$ cat src/rtl/i2cb_pkg.sv
package i2cb_pkg;

  localparam int ADDR_W = 8;
  localparam int CTRL_W = 9;

  // register indices (order is fixed)
  localparam logic [2:0] REG_MON  = 3'd0;
  localparam logic [2:0] REG_DATA = 3'd1;
  localparam logic [2:0] REG_CTRL = 3'd2;
  localparam logic [2:0] REG_STAT = 3'd3;
  localparam logic [2:0] REG_OWN  = 3'd4;
  localparam logic [2:0] REG_NONE = 3'd7;

  // control bit positions
  localparam int C_START = 0;
  localparam int C_STOP  = 1;
  localparam int C_NAK   = 2;
  localparam int C_GO    = 3;
  localparam int C_RX    = 4;
  localparam int C_ALIE  = 5;
  localparam int C_SCLEN = 6;
  localparam int C_EN    = 7;
  localparam int C_URST  = 8;

  localparam logic [CTRL_W-1:0] CTRL_RESET = CTRL_W'((1 << C_SCLEN) | (1 << C_EN));
  localparam logic [CTRL_W-1:0] CTRL_KEEP  = ~CTRL_W'((1 << C_GO) | (1 << C_URST));

  // status bit positions
  localparam int S_TXE  = 0;
  localparam int S_RXF  = 1;
  localparam int S_NAKD = 2;
  localparam int S_BUSY = 3;

  typedef enum logic [1:0] {PH_IDLE, PH_START, PH_BITS, PH_STOP} phase_t;

  // byte address to register index; REG_NONE for gaps and misaligned addresses
  function automatic logic [2:0] reg_index(input logic [ADDR_W-1:0] a, input bit padded);
    logic [ADDR_W-1:0] w;
    if (padded) begin
      if (a[2:0] != 3'd0) return REG_NONE;
      w = a >> 3;
    end else begin
      if (a[1:0] != 2'd0) return REG_NONE;
      w = a >> 2;
    end
    return (w > ADDR_W'(4)) ? REG_NONE : w[2:0];
  endfunction

  // line pulls {scl, sda} for a framing phase in quarter q
  function automatic logic [1:0] frame_pull(input phase_t ph, input logic [1:0] q);
    if (ph == PH_START) return {q == 2'd0, q >= 2'd2};
    return {q < 2'd2, q != 2'd3};
  endfunction

endpackage

$ cat src/rtl/i2cb_qtick.sv
module i2cb_qtick #(
  parameter int unsigned QDIV = 4
) (
  input  logic clk,
  input  logic rst_n,
  input  logic run,
  output logic tick
);
  localparam int QW = (QDIV < 2) ? 1 : $clog2(QDIV);
  localparam logic [QW-1:0] LAST = QW'(QDIV - 1);

  logic [QW-1:0] cnt;

  assign tick = run && (cnt == LAST);

  always_ff @(posedge clk or negedge rst_n) begin
    if (!rst_n)            cnt <= '0;
    else if (!run || tick) cnt <= '0;
    else                   cnt <= cnt + 1'b1;
  end
endmodule

$ cat src/rtl/i2cb_busmon.sv
module i2cb_busmon (
  input  logic clk,
  input  logic rst_n,
  input  logic clr,
  input  logic scl_in,
  input  logic sda_in,
  output logic start_seen,
  output logic stop_seen,
  output logic busy
);
  logic scl_d, sda_d;

  assign start_seen = scl_d && scl_in && sda_d && !sda_in;
  assign stop_seen  = scl_d && scl_in && !sda_d && sda_in;

  always_ff @(posedge clk or negedge rst_n) begin
    if (!rst_n) begin
      scl_d <= 1'b1;
      sda_d <= 1'b1;
      busy  <= 1'b0;
    end else begin
      scl_d <= scl_in;
      sda_d <= sda_in;
      if (clr)             busy <= 1'b0;
      else if (start_seen) busy <= 1'b1;
      else if (stop_seen)  busy <= 1'b0;
    end
  end
endmodule

$ cat src/rtl/i2cb_engine.sv
module i2cb_engine
  import i2cb_pkg::*;
#(
  parameter int unsigned QDIV = 4
) (
  input  logic       clk,
  input  logic       rst_n,
  input  logic       clr,
  input  logic       launch,
  input  logic       cmd_start,
  input  logic       cmd_stop,
  input  logic       cmd_nak,
  input  logic       cmd_rx,
  input  logic [7:0] cmd_byte,
  input  logic       sda_in,
  output logic       active,
  output logic       done,
  output logic       done_rx,
  output logic       framing,
  output logic [7:0] rx_byte,
  output logic       got_nak,
  output logic       scl_drv,
  output logic       sda_drv
);
  localparam logic [3:0] ACK_SLOT = 4'd8;

  phase_t     ph;
  logic [1:0] qtr;
  logic [3:0] bitn;
  logic [7:0] sh;
  logic       stop_q, nak_q, rx_q, hold_low, nak_seen;
  logic       tick;
  logic [1:0] fp;

  i2cb_qtick #(.QDIV(QDIV)) u_qtick (
    .clk  (clk),
    .rst_n(rst_n),
    .run  (active),
    .tick (tick)
  );

  assign active  = (ph != PH_IDLE);
  assign framing = (ph == PH_START) || (ph == PH_STOP);
  assign done_rx = rx_q;
  assign rx_byte = sh;
  assign got_nak = nak_seen;
  assign fp      = frame_pull(ph, qtr);

  always_comb begin
    scl_drv = 1'b0;
    sda_drv = 1'b0;
    unique case (ph)
      PH_IDLE: scl_drv = hold_low;
      PH_BITS: begin
        scl_drv = (qtr < 2'd2);
        if (bitn < ACK_SLOT) sda_drv = !rx_q && !sh[7];
        else                 sda_drv = rx_q && !nak_q;
      end
      default: {scl_drv, sda_drv} = fp;
    endcase
  end

  always_ff @(posedge clk or negedge rst_n) begin
    if (!rst_n) begin
      ph <= PH_IDLE; qtr <= '0; bitn <= '0; sh <= '0;
      stop_q <= 1'b0; nak_q <= 1'b0; rx_q <= 1'b0;
      hold_low <= 1'b0; nak_seen <= 1'b0; done <= 1'b0;
    end else if (clr) begin
      ph <= PH_IDLE; qtr <= '0; bitn <= '0; sh <= '0;
      stop_q <= 1'b0; nak_q <= 1'b0; rx_q <= 1'b0;
      hold_low <= 1'b0; nak_seen <= 1'b0; done <= 1'b0;
    end else begin
      done <= 1'b0;
      if (ph == PH_IDLE) begin
        if (launch) begin
          sh     <= cmd_byte;
          stop_q <= cmd_stop;
          nak_q  <= cmd_nak;
          rx_q   <= cmd_rx;
          qtr    <= '0;
          bitn   <= '0;
          ph     <= cmd_start ? PH_START : PH_BITS;
        end
      end else if (tick) begin
        qtr <= qtr + 1'b1;
        if (ph == PH_BITS && qtr == 2'd2) begin
          if (bitn < ACK_SLOT && rx_q)  sh <= {sh[6:0], sda_in};
          if (bitn == ACK_SLOT && !rx_q) nak_seen <= sda_in;
        end
        if (ph == PH_BITS && qtr == 2'd3 && bitn < ACK_SLOT && !rx_q)
          sh <= {sh[6:0], 1'b0};
        if (qtr == 2'd3) begin
          unique case (ph)
            PH_START: begin
              ph   <= PH_BITS;
              bitn <= '0;
            end
            PH_BITS: begin
              if (bitn != ACK_SLOT) begin
                bitn <= bitn + 1'b1;
              end else if (stop_q) begin
                ph <= PH_STOP;
              end else begin
                ph       <= PH_IDLE;
                done     <= 1'b1;
                hold_low <= 1'b1;
              end
            end
            PH_STOP: begin
              ph       <= PH_IDLE;
              done     <= 1'b1;
              hold_low <= 1'b0;
            end
            default: ph <= PH_IDLE;
          endcase
        end
      end
    end
  end
endmodule

$ cat src/rtl/i2cb_master.sv
module i2cb_master
  import i2cb_pkg::*;
#(
  parameter int unsigned QDIV   = 4,
  parameter bit          PADDED = 1'b1
) (
  input  logic        clk,
  input  logic        rst_n,
  input  logic        reg_wr,
  input  logic [7:0]  reg_addr,
  input  logic [31:0] reg_wdata,
  output logic [31:0] reg_rdata,
  input  logic        scl_i,
  input  logic        sda_i,
  output logic        scl_oe,
  output logic        sda_oe
);
  logic [2:0]        sel;
  logic              wr_data, wr_ctrl, wr_stat, wr_own;
  logic              soft_rst, eng_clr, launch;
  logic [CTRL_W-1:0] ctrl_q;
  logic [7:0]        data_q;
  logic [6:0]        own_q;
  logic              txe, rxf, nakd;
  logic              eng_active, eng_done, eng_done_rx, eng_framing, eng_nak;
  logic [7:0]        eng_rx_byte;
  logic              scl_drv, sda_drv;
  logic              start_seen, stop_seen, bus_busy;
  logic              unused_wdata_bits;

  assign unused_wdata_bits = ^reg_wdata[31:CTRL_W];

  assign sel     = reg_index(reg_addr, PADDED);
  assign wr_data = reg_wr && (sel == REG_DATA);
  assign wr_ctrl = reg_wr && (sel == REG_CTRL);
  assign wr_stat = reg_wr && (sel == REG_STAT);
  assign wr_own  = reg_wr && (sel == REG_OWN);

  assign soft_rst = wr_ctrl && reg_wdata[C_URST];
  assign eng_clr  = soft_rst || !ctrl_q[C_EN];
  assign launch   = wr_ctrl && reg_wdata[C_GO] && !reg_wdata[C_URST]
                    && ctrl_q[C_EN] && !eng_active;

  i2cb_engine #(.QDIV(QDIV)) u_engine (
    .clk      (clk),
    .rst_n    (rst_n),
    .clr      (eng_clr),
    .launch   (launch),
    .cmd_start(reg_wdata[C_START]),
    .cmd_stop (reg_wdata[C_STOP]),
    .cmd_nak  (reg_wdata[C_NAK]),
    .cmd_rx   (reg_wdata[C_RX]),
    .cmd_byte (data_q),
    .sda_in   (sda_i),
    .active   (eng_active),
    .done     (eng_done),
    .done_rx  (eng_done_rx),
    .framing  (eng_framing),
    .rx_byte  (eng_rx_byte),
    .got_nak  (eng_nak),
    .scl_drv  (scl_drv),
    .sda_drv  (sda_drv)
  );

  i2cb_busmon u_busmon (
    .clk       (clk),
    .rst_n     (rst_n),
    .clr       (soft_rst),
    .scl_in    (scl_i),
    .sda_in    (sda_i),
    .start_seen(start_seen),
    .stop_seen (stop_seen),
    .busy      (bus_busy)
  );

  assign scl_oe = ctrl_q[C_SCLEN] && scl_drv;
  assign sda_oe = sda_drv;

  always_ff @(posedge clk or negedge rst_n) begin
    if (!rst_n) begin
      ctrl_q <= CTRL_RESET; data_q <= '0; own_q <= '0;
      txe <= 1'b0; rxf <= 1'b0; nakd <= 1'b0;
    end else if (soft_rst) begin
      ctrl_q <= CTRL_RESET; data_q <= '0; own_q <= '0;
      txe <= 1'b0; rxf <= 1'b0; nakd <= 1'b0;
    end else begin
      if (wr_ctrl) ctrl_q <= reg_wdata[CTRL_W-1:0] & CTRL_KEEP;
      if (wr_own)  own_q  <= reg_wdata[6:0];
      if (eng_done && eng_done_rx) data_q <= eng_rx_byte;
      else if (wr_data)            data_q <= reg_wdata[7:0];

      if (eng_done && !eng_done_rx)      txe <= 1'b1;
      else if (wr_stat && reg_wdata[S_TXE]) txe <= 1'b0;
      if (eng_done && eng_done_rx)       rxf <= 1'b1;
      else if (wr_stat && reg_wdata[S_RXF]) rxf <= 1'b0;
      if (eng_done && !eng_done_rx)      nakd <= eng_nak;
    end
  end

  always_comb begin
    reg_rdata = '0;
    unique case (sel)
      REG_MON:  reg_rdata[1:0] = {sda_i, scl_i};
      REG_DATA: reg_rdata[7:0] = data_q;
      REG_CTRL: begin
        reg_rdata[CTRL_W-1:0] = ctrl_q;
        reg_rdata[C_GO]       = eng_active;
      end
      REG_STAT: begin
        reg_rdata[S_TXE]  = txe;
        reg_rdata[S_RXF]  = rxf;
        reg_rdata[S_NAKD] = nakd;
        reg_rdata[S_BUSY] = bus_busy;
      end
      REG_OWN:  reg_rdata[6:0] = own_q;
      default:  reg_rdata = '0;
    endcase
  end
endmodule

$ cat config.mk
export PLATFORM = sky130hd
export DESIGN_NAME = i2cb_master
export DESIGN_NICKNAME = d
export VERILOG_FILES = /design/src/rtl/i2cb_pkg.sv /design/src/rtl/i2cb_qtick.sv /design/src/rtl/i2cb_busmon.sv /design/src/rtl/i2cb_engine.sv /design/src/rtl/i2cb_master.sv
export SDC_FILE = /design/constraint.sdc
export NUM_CORES = 1
export LEC_CHECK = 0
export ABC_CLOCK_PERIOD_IN_PS = 2900
export BUFFER_PORTS_ARGS = -buffer_cell sky130_fd_sc_hd__buf_2
export CORE_MARGIN = 2
export CORE_UTILIZATION = 40
export DETAILED_ROUTE_END_ITERATION = 10
export PLACE_DENSITY = 0.69
export SLEW_MARGIN = 20
export SYNTH_ARGS = -nofsm -noshare
export SYNTH_HDL_FRONTEND = slang
export SYNTH_SLANG_ARGS = --single-unit
$ cat constraint.sdc
create_clock -name clk -period 2.9 [get_ports clk]
set_input_delay 0.29 -clock clk [delete_from_list [all_inputs] [get_ports clk]]
set_output_delay 0.29 -clock clk [all_outputs]
set_load 0.03 [all_outputs]
==> results of run 1 <==
-- cell type report --
class	count	share of cell area, %
Multi-Input combinational cell	265	48.8
Sequential cell	52	35.8
Timing Repair Buffer	40	6.11
Tap cell	105	3.60
Clock inverter	3	2.47
Clock buffer	5	1.89
Inverter	12	1.24
-- worst paths after layout --
| path | start | slack [ns] | end | depth (start not counted) |
|---|---|---|---|---|
| worst max-delay path | u_engine.ph[0]$_DFFE_PN0P_ | 0.38 | reg_rdata[3] | 7 |
| worst min-delay path | rst_n | 0.08 | u_engine.ph[0]$_DFFE_PN0P_ | 2 |
| worst max register to register | u_engine.ph[0]$_DFFE_PN0P_ | 0.49 | u_engine.rx_byte[3]$_DFFE_PN0P_ | 6 |
| worst min register to register | u_engine.u_qtick.cnt[0]$_DFF_PN0_ | 0.44 | u_engine.u_qtick.cnt[0]$_DFF_PN0_ | 1 |
| max in group asynchronous | rst_n | 2.39 | own_q[5]$_DFFE_PN0P_ | 2 |
| min in group clk | scl_i | 0.10 | u_busmon.scl_d$_DFF_PN1_ | 1 |
-- stage by stage --
stage	hold slack, ns	instance area (um^2)	power, mW	util (%)
finish	0.0791	3640	2.36	45.0
CTS	0.0989	3640	2.37	45.0
floorplan	-0.00559	3390	1.49	-
global placement	0.420	3490	1.66	43.1
detailed placement	0.427	3490	1.69	43.1
global route	0.0961	3640	2.50	45.0
-- registers in the layout, indices dropped and copies added (netlist names), 2 cells and up --
register,flops
data_q,8
u_engine.rx_byte,8
ctrl_q,7
own_q,7
u_engine.bitn,4
u_engine.ph,2
u_engine.qtr,2
u_engine.u_qtick.cnt,2
-- cells in the mapped netlist, drive strengths merged, types with 2 or more instances --
cell type | n | area share (%)
dfrtp | 48 | 36
buf | 31 | 6.4
nor2 | 28 | 3.2
nand2 | 20 | 2.3
mux2i | 19 | 5.8
o21ai | 18 | 2.7
a21oi | 16 | 2.5
inv | 12 | 1.4
clkbuf | 11 | 1.3
ha | 11 | 4.2
nand3 | 11 | 1.7
a211oi | 9 | 2.0
a22o | 9 | 2.4
mux2 | 9 | 3.1
nand2b | 8 | 1.5
nor3 | 8 | 1.2
nor2b | 6 | 1.1
nor4 | 6 | 1.1
a32o | 5 | 1.5
a22oi | 4 | 0.91
a31oi | 4 | 0.76
a32oi | 4 | 1.1
and3 | 4 | 0.76
dfstp | 4 | 3.2
nand3b | 3 | 0.68
nor3b | 3 | 0.68
o22ai | 3 | 0.57
o31ai | 3 | 1.3
a21boi | 2 | 0.45
a21o | 2 | 0.45
a221o | 2 | 0.61
and2 | 2 | 0.38
nand4b | 2 | 0.53
o21a | 2 | 0.45
o221ai | 2 | 0.53
or3b | 2 | 0.53
or4 | 2 | 0.57
-- critical path: cells and delay by family (launching register included) --
family | cells | cell delay (ns)
buffers and inverters | 3 | 0.61
DFF | 1 | 0.40
and+or+nand+nor | 1 | 0.27
adders and majority gates | 1 | 0.30
AOI/OAI and AO/OA | 2 | 0.34
-- kinds of logic after synthesis --
logic type / count (synthesis)
other: 1
flip-flops: 52
buffers and inverters: 54
multiplexers: 28
AND/OR/NAND/NOR: 109
adder cells (fa/ha/maj): 11
AO/OA/AOI/OAI: 93
-- layer usage --
metal	track usage (%)	vias up
met5	0	-
met3	2.95	9
met1	25.6	1310
met4	5.80	0
li1	-	1279
met2	30.2	86
-- where the power goes --
part	total, mW	leakage, nW	switching [mW]	internal (mW)
combinational	0.773	0.953	0.471	0.302
clock	0.683	0.0784	0.251	0.431
sequential	0.906	0.686	0.0862	0.820
total	2.36	1.72	0.808	1.55
==> run_summary.xml, run 1 <==
<?xml version="1.0" encoding="UTF-8"?>
<metrics>
  <group name="outcome">
    <metric name="run_status" unit="">finished clean</metric>
  </group>
  <group name="clocking">
    <metric name="cts_h_tree_lvls" unit="">2</metric>
    <metric name="cts_tree" unit="">built</metric>
    <metric name="post_cts_hold_buffers" unit="">0</metric>
    <metric name="cts_resized" unit="">0</metric>
    <metric name="clk_latency" unit="ns">0.31</metric>
    <metric name="clkTransAtPathRegs" unit="ns">0.09</metric>
    <metric name="max-clock-path-buffers" unit="">2</metric>
    <metric name="post-cts-setup-buffer-count" unit="">0</metric>
    <metric name="cts_sinks" unit="">52</metric>
    <metric name="cts-buffers-inserted" unit="">5</metric>
    <metric name="clk_root_buffer_cell" unit="">sky130_fd_sc_hd__clkbuf_8</metric>
  </group>
  <group name="synthesis">
    <metric name="yosys.area_share.xor_xnor" unit="%">0</metric>
    <metric name="synthesis.area" unit="mm^2">0.00330</metric>
    <metric name="dominantRegCellSynth" unit="">sky130_fd_sc_hd__dfrtp_1</metric>
    <metric name="postSynthAreaPerCell" unit="um^2">9.48</metric>
    <metric name="synth_async_sr_flop_share" unit="%">100</metric>
    <metric name="synthSimpleGateAreaFrac" unit="%">17.4</metric>
    <metric name="netlist_instances" unit="">348</metric>
    <metric name="synth_compound_area_share" unit="%">20.9</metric>
    <metric name="synth-warning-count" unit="">0</metric>
    <metric name="seq_area_frac_synth" unit="%">39.6</metric>
    <metric name="number_of_register_bits_inferred_by_synthesis" unit="">52</metric>
    <metric name="synth.lib_cells_used.distinct" unit="">56</metric>
    <metric name="largest_family_of_logic_cells_by_synthesized_area" unit="">compound AO/OA/AOI/OAI gates</metric>
    <metric name="yosys-mux-area-fraction" unit="%">8.84</metric>
    <metric name="synth-edff-count" unit="">0</metric>
    <metric name="synth_fa_ha_area_share" unit="%">4.17</metric>
  </group>
  <group name="detailed_routing">
    <metric name="initial_detailed_routing_violation_count" unit="">246</metric>
    <metric name="wl_per_cell" unit="um">16.8</metric>
    <metric name="met1_length" unit="um">3620</metric>
    <metric name="drcViolationCount" unit="">0</metric>
    <metric name="met2WireLength" unit="um">3930</metric>
    <metric name="final_antenna_net_count" unit="">0</metric>
    <metric name="route.top_layer_used" unit="">met4</metric>
    <metric name="wirelength" unit="um">8080</metric>
    <metric name="vias" unit="">2684</metric>
    <metric name="post_drt_via_cell_ratio" unit="">5.57</metric>
    <metric name="dr.pass1.iters" unit="">4</metric>
    <metric name="wl_met3" unit="um">423</metric>
  </group>
  <group name="global_routing">
    <metric name="antenna_found_initial" unit="">0</metric>
    <metric name="grt_max_degree" unit="">53</metric>
    <metric name="first_global_vias" unit="">2443</metric>
    <metric name="grt_pass1_wl" unit="um">12800</metric>
    <metric name="grt_overflow" unit="">0</metric>
    <metric name="track_usage" unit="%">18.6</metric>
  </group>
  <group name="timing">
    <metric name="fin_crit_sh" unit="%">87.0</metric>
    <metric name="timing.final.crit_period" unit="ns">2.52</metric>
    <metric name="rsz0062_at_grt" unit="">false</metric>
    <metric name="layout_setup_ws" unit="ns">0.377</metric>
    <metric name="max_slew_margin" unit="%">56.5</metric>
    <metric name="skew" unit="ns">0.00718</metric>
    <metric name="setup_viol" unit="">0</metric>
    <metric name="timing.fmax" unit="MHz">396</metric>
    <metric name="hold_viol" unit="">0</metric>
    <metric name="setup_tns" unit="ns">0</metric>
    <metric name="worst-slew-pin-transition" unit="ns">0.652</metric>
    <metric name="report.final.slew_viol_count" unit="">0</metric>
  </group>
  <group name="die">
    <metric name="floorplan.die.width" unit="um">94.8</metric>
    <metric name="rows" unit="">33</metric>
    <metric name="boundaryPins" unit="">79</metric>
    <metric name="coreArea" unit="mm^2">0.00809</metric>
    <metric name="fp.dieH" unit="um">94.8</metric>
    <metric name="die_area" unit="mm^2">0.00899</metric>
    <metric name="initial_standard_cell_utilization_of_the_core" unit="%">40.8</metric>
  </group>
  <group name="setup_path">
    <metric name="critical-path-max-stage-delay" unit="ns">0.40</metric>
    <metric name="crit_top_cell" unit="">sky130_fd_sc_hd__inv_1</metric>
    <metric name="worst_ep_arrival_time" unit="ns">2.23</metric>
    <metric name="worst_setup_path_end_kind" unit="">output pin</metric>
    <metric name="critical_path.startpoint_type" unit="">register</metric>
    <metric name="critPathSlowestCell" unit="">sky130_fd_sc_hd__dfrtp_1</metric>
    <metric name="worst_path_maximum_fanout" unit="">11</metric>
    <metric name="timing.setup.critical_path_class" unit="">register to output pin</metric>
    <metric name="critical_path.cell_chain" unit="">inv_1 -&gt; ha_1 -&gt; inv_1 -&gt; a22oi_1 -&gt; nor4_1 -&gt; a221o_1 -&gt; buf_2</metric>
    <metric name="crit_required" unit="ns">2.61</metric>
  </group>
  <group name="layout">
    <metric name="combined_area_of_the_multi_input_logic_cells" unit="mm^2">0.00178</metric>
    <metric name="sequential_cell_area" unit="mm^2">0.00131</metric>
    <metric name="n_antenna_cell" unit="">0</metric>
    <metric name="areaGrowthSynthToFinish" unit="%">10.5</metric>
    <metric name="finalNetCount" unit="">432</metric>
    <metric name="mostFrequentLayoutCell" unit="">sky130_fd_sc_hd__dfrtp_1</metric>
    <metric name="fillCellCount" unit="">769</metric>
    <metric name="drive_gt1_share" unit="%">18.3</metric>
    <metric name="most-common-layout-cells" unit="">sky130_fd_sc_hd__dfrtp_1, sky130_fd_sc_hd__buf_2, sky130_fd_sc_hd__nor2_1, sky130_fd_sc_hd__conb_1, sky130_fd_sc_hd__nand2_1</metric>
    <metric name="layout.cells.non_filler" unit="">482</metric>
  </group>
  <group name="pwr">
    <metric name="power_per_cell_area" unit="mW/mm^2">648</metric>
    <metric name="cellLeakagePower" unit="nW">1.72</metric>
    <metric name="ir_worst_vdd" unit="mV">0.277</metric>
  </group>
  <group name="placed_design">
    <metric name="hpwlAfterDp" unit="um">5900</metric>
    <metric name="buffer_ports.inserted" unit="">31</metric>
    <metric name="place_congestion" unit="">0.868</metric>
    <metric name="post-place-ws" unit="ns">0.279</metric>
    <metric name="numPlacedInstances" unit="">474</metric>
  </group>
  <group name="job">
    <metric name="maxCapViolations" unit="">0</metric>
  </group>
  <group name="min_path">
    <metric name="holdCritPathClass" unit="">input pin to async pin</metric>
  </group>
</metrics>
No activity file was read; power rests on OpenSTA's default activity.
==> run 2, diff against run 1 <==
Settings changed: PLACE_DENSITY 0.69 to 0.72.
==> run_summary.xml, run 2 (synthesized netlist as in run 1, its figures left out) <==
<?xml version="1.0" encoding="UTF-8"?>
<metrics>
  <group name="outcome">
    <metric name="run_status" unit="">finished clean</metric>
  </group>
  <group name="pwr">
    <metric name="power_per_cell_area" unit="mW/mm^2">616</metric>
    <metric name="ir_worst_vdd" unit="mV">0.234</metric>
    <metric name="cellLeakagePower" unit="nW">1.71</metric>
    <metric name="power.total" unit="mW">2.23</metric>
  </group>
  <group name="placed_design">
    <metric name="place_congestion" unit="">0.840</metric>
    <metric name="hpwlAfterDp" unit="um">6020</metric>
    <metric name="placed_instance_area" unit="mm^2">0.00350</metric>
    <metric name="buffer_ports.inserted" unit="">31</metric>
  </group>
  <group name="layout">
    <metric name="final_cell_area" unit="mm^2">0.00363</metric>
    <metric name="most-common-layout-cells" unit="">sky130_fd_sc_hd__dfrtp_1, sky130_fd_sc_hd__buf_2, sky130_fd_sc_hd__nor2_1, sky130_fd_sc_hd__conb_1, sky130_fd_sc_hd__nand2_1</metric>
    <metric name="finalCoreUtilization" unit="%">44.8</metric>
    <metric name="mostFrequentLayoutCell" unit="">sky130_fd_sc_hd__dfrtp_1</metric>
    <metric name="n_antenna_cell" unit="">0</metric>
    <metric name="finalNetCount" unit="">434</metric>
    <metric name="drive_gt1_share" unit="%">18.7</metric>
    <metric name="fillCellCount" unit="">775</metric>
    <metric name="areaGrowthSynthToFinish" unit="%">9.94</metric>
  </group>
  <group name="clocking">
    <metric name="post_cts_hold_buffers" unit="">0</metric>
    <metric name="cts-buffers-inserted" unit="">5</metric>
    <metric name="clkTransAtPathRegs" unit="ns">0.10</metric>
    <metric name="cts_h_tree_lvls" unit="">2</metric>
    <metric name="max-clock-path-buffers" unit="">2</metric>
    <metric name="clk_latency" unit="ns">0.31</metric>
    <metric name="cts_tree" unit="">built</metric>
    <metric name="cts_sinks" unit="">52</metric>
    <metric name="clk_root_buffer_cell" unit="">sky130_fd_sc_hd__clkbuf_8</metric>
    <metric name="post-cts-setup-buffer-count" unit="">0</metric>
    <metric name="cts_resized" unit="">0</metric>
  </group>
  <group name="detailed_routing">
    <metric name="met1_length" unit="um">3560</metric>
    <metric name="post_drt_via_cell_ratio" unit="">5.69</metric>
    <metric name="dr.pass1.iters" unit="">4</metric>
    <metric name="wl_per_cell" unit="um">16.8</metric>
    <metric name="wl_met3" unit="um">463</metric>
    <metric name="initial_detailed_routing_violation_count" unit="">245</metric>
    <metric name="route.top_layer_used" unit="">met4</metric>
    <metric name="final_antenna_net_count" unit="">0</metric>
    <metric name="met2WireLength" unit="um">3980</metric>
    <metric name="wirelength" unit="um">8110</metric>
    <metric name="vias" unit="">2756</metric>
    <metric name="drcViolationCount" unit="">0</metric>
  </group>
  <group name="setup_path">
    <metric name="timing.setup.critical_path_class" unit="">register to output pin</metric>
    <metric name="critical_path.cell_chain" unit="">inv_1 -&gt; ha_1 -&gt; inv_1 -&gt; a22oi_1 -&gt; nor4_1 -&gt; a221o_1 -&gt; buf_2</metric>
    <metric name="critPathSlowestCell" unit="">sky130_fd_sc_hd__dfrtp_1</metric>
    <metric name="worst_setup_path_end_kind" unit="">output pin</metric>
    <metric name="worst_ep_arrival_time" unit="ns">2.24</metric>
    <metric name="worst-r2r-cell-count" unit="">6</metric>
    <metric name="r2r_setup_slack" unit="ns">0.43</metric>
    <metric name="critical-path-max-stage-delay" unit="ns">0.43</metric>
    <metric name="critical_path.reg2reg.startpoint" unit="">u_engine.ph[0]$_DFFE_PN0P_</metric>
    <metric name="critical_path.startpoint_type" unit="">register</metric>
    <metric name="regToRegEndpoint" unit="">u_engine.rx_byte[2]$_DFFE_PN0P_</metric>
    <metric name="crit_required" unit="ns">2.61</metric>
    <metric name="worst_path_maximum_fanout" unit="">11</metric>
    <metric name="crit_top_cell" unit="">sky130_fd_sc_hd__inv_1</metric>
  </group>
  <group name="global_routing">
    <metric name="grt_pass1_wl" unit="um">13100</metric>
    <metric name="first_global_vias" unit="">2625</metric>
    <metric name="track_usage" unit="%">19.0</metric>
    <metric name="grt_max_degree" unit="">30</metric>
    <metric name="antenna_found_initial" unit="">0</metric>
    <metric name="grt_overflow" unit="">0</metric>
  </group>
  <group name="timing">
    <metric name="timing.final.crit_period" unit="ns">2.53</metric>
    <metric name="worst-slew-pin-transition" unit="ns">0.852</metric>
    <metric name="max_slew_margin" unit="%">43.1</metric>
    <metric name="report.final.slew_viol_count" unit="">0</metric>
    <metric name="hold_viol" unit="">0</metric>
    <metric name="setup_tns" unit="ns">0</metric>
    <metric name="setup_viol" unit="">0</metric>
    <metric name="rsz0062_at_grt" unit="">false</metric>
    <metric name="skew" unit="ns">0.0134</metric>
    <metric name="timing.fmax" unit="MHz">396</metric>
    <metric name="fin_crit_sh" unit="%">87.1</metric>
  </group>
  <group name="die">
    <metric name="floorplan.die.width" unit="um">94.8</metric>
    <metric name="initial_standard_cell_utilization_of_the_core" unit="%">40.8</metric>
    <metric name="fp.dieH" unit="um">94.8</metric>
    <metric name="die_area" unit="mm^2">0.00899</metric>
    <metric name="coreArea" unit="mm^2">0.00809</metric>
    <metric name="boundaryPins" unit="">79</metric>
    <metric name="rows" unit="">33</metric>
  </group>
  <group name="min_path">
    <metric name="holdCritPathClass" unit="">input pin to async pin</metric>
  </group>
  <group name="job">
    <metric name="maxCapViolations" unit="">0</metric>
  </group>
</metrics>
[run 2: changes by cell type in the layout (fill, tap and decap cells not counted), sizes merged]
| cell | before | now |
|---|---|---|
| clkbuf | 5 | 7 |
| bufinv | 3 | 1 |
| buf | 40 | 42 |
[run 2: final cells by class]
cell class	instances	area, um^2	area share, %
clock buffer	7	96.3	2.66
tap	105	131	3.62
clock inverter	1	30.0	0.828
timing repair buffer	42	238	6.55
sequential	52	1310	36.0
inverter	12	45.0	1.24
multi-input combinational	265	1780	49.1
[run 2: layer usage]
metal,track usage (%),vias to the layer above
met2,30.7,94
met1,25.2,1360
li1,-,1295
met4,7.25,0
met3,3.59,7
met5,0,-
[run 2: stage by stage]
step | cells | hold WS (ns) | setup WS, ns
after global placement | 476 | 0.356 | 0.311
after CTS | 484 | 0.0378 | 0.378
final | 484 | 0.00667 | 0.374
after floorplan | 371 | -0.00559 | 0.686
after global routing | 484 | 0.0492 | 0.181
after detailed placement | 476 | 0.368 | 0.297
[run 2: where the power goes]
part	internal [mW]	switching (mW)	total [mW]
logic	0.308	0.478	0.785
clock network	0.305	0.237	0.541
registers	0.820	0.0877	0.907
[run 2: worst max path at each step]
stage | from | to | depth (start not counted)
detailed placement | reg_addr[0] | u_engine.rx_byte[2]$_DFFE_PN0P_ | 5
global placement | reg_addr[0] | u_engine.rx_byte[5]$_DFFE_PN0P_ | 5
global route | u_engine.ph[1]$_DFFE_PN0P_ | reg_rdata[3] | 7
CTS | u_engine.ph[0]$_DFFE_PN0P_ | reg_rdata[3] | 7
floorplan | reg_addr[0] | u_engine.rx_byte[1]$_DFFE_PN0P_ | 5
finish | u_engine.ph[0]$_DFFE_PN0P_ | reg_rdata[3] | 7
[run 2: critical path: cells and delay by family, from the launching register on]
family,cells,cell delay (ns)
flops,1,0.43
simple gates,1,0.07
buf+inv,3,0.58
fa+ha+maj,1,0.35
compound gates,2,0.50
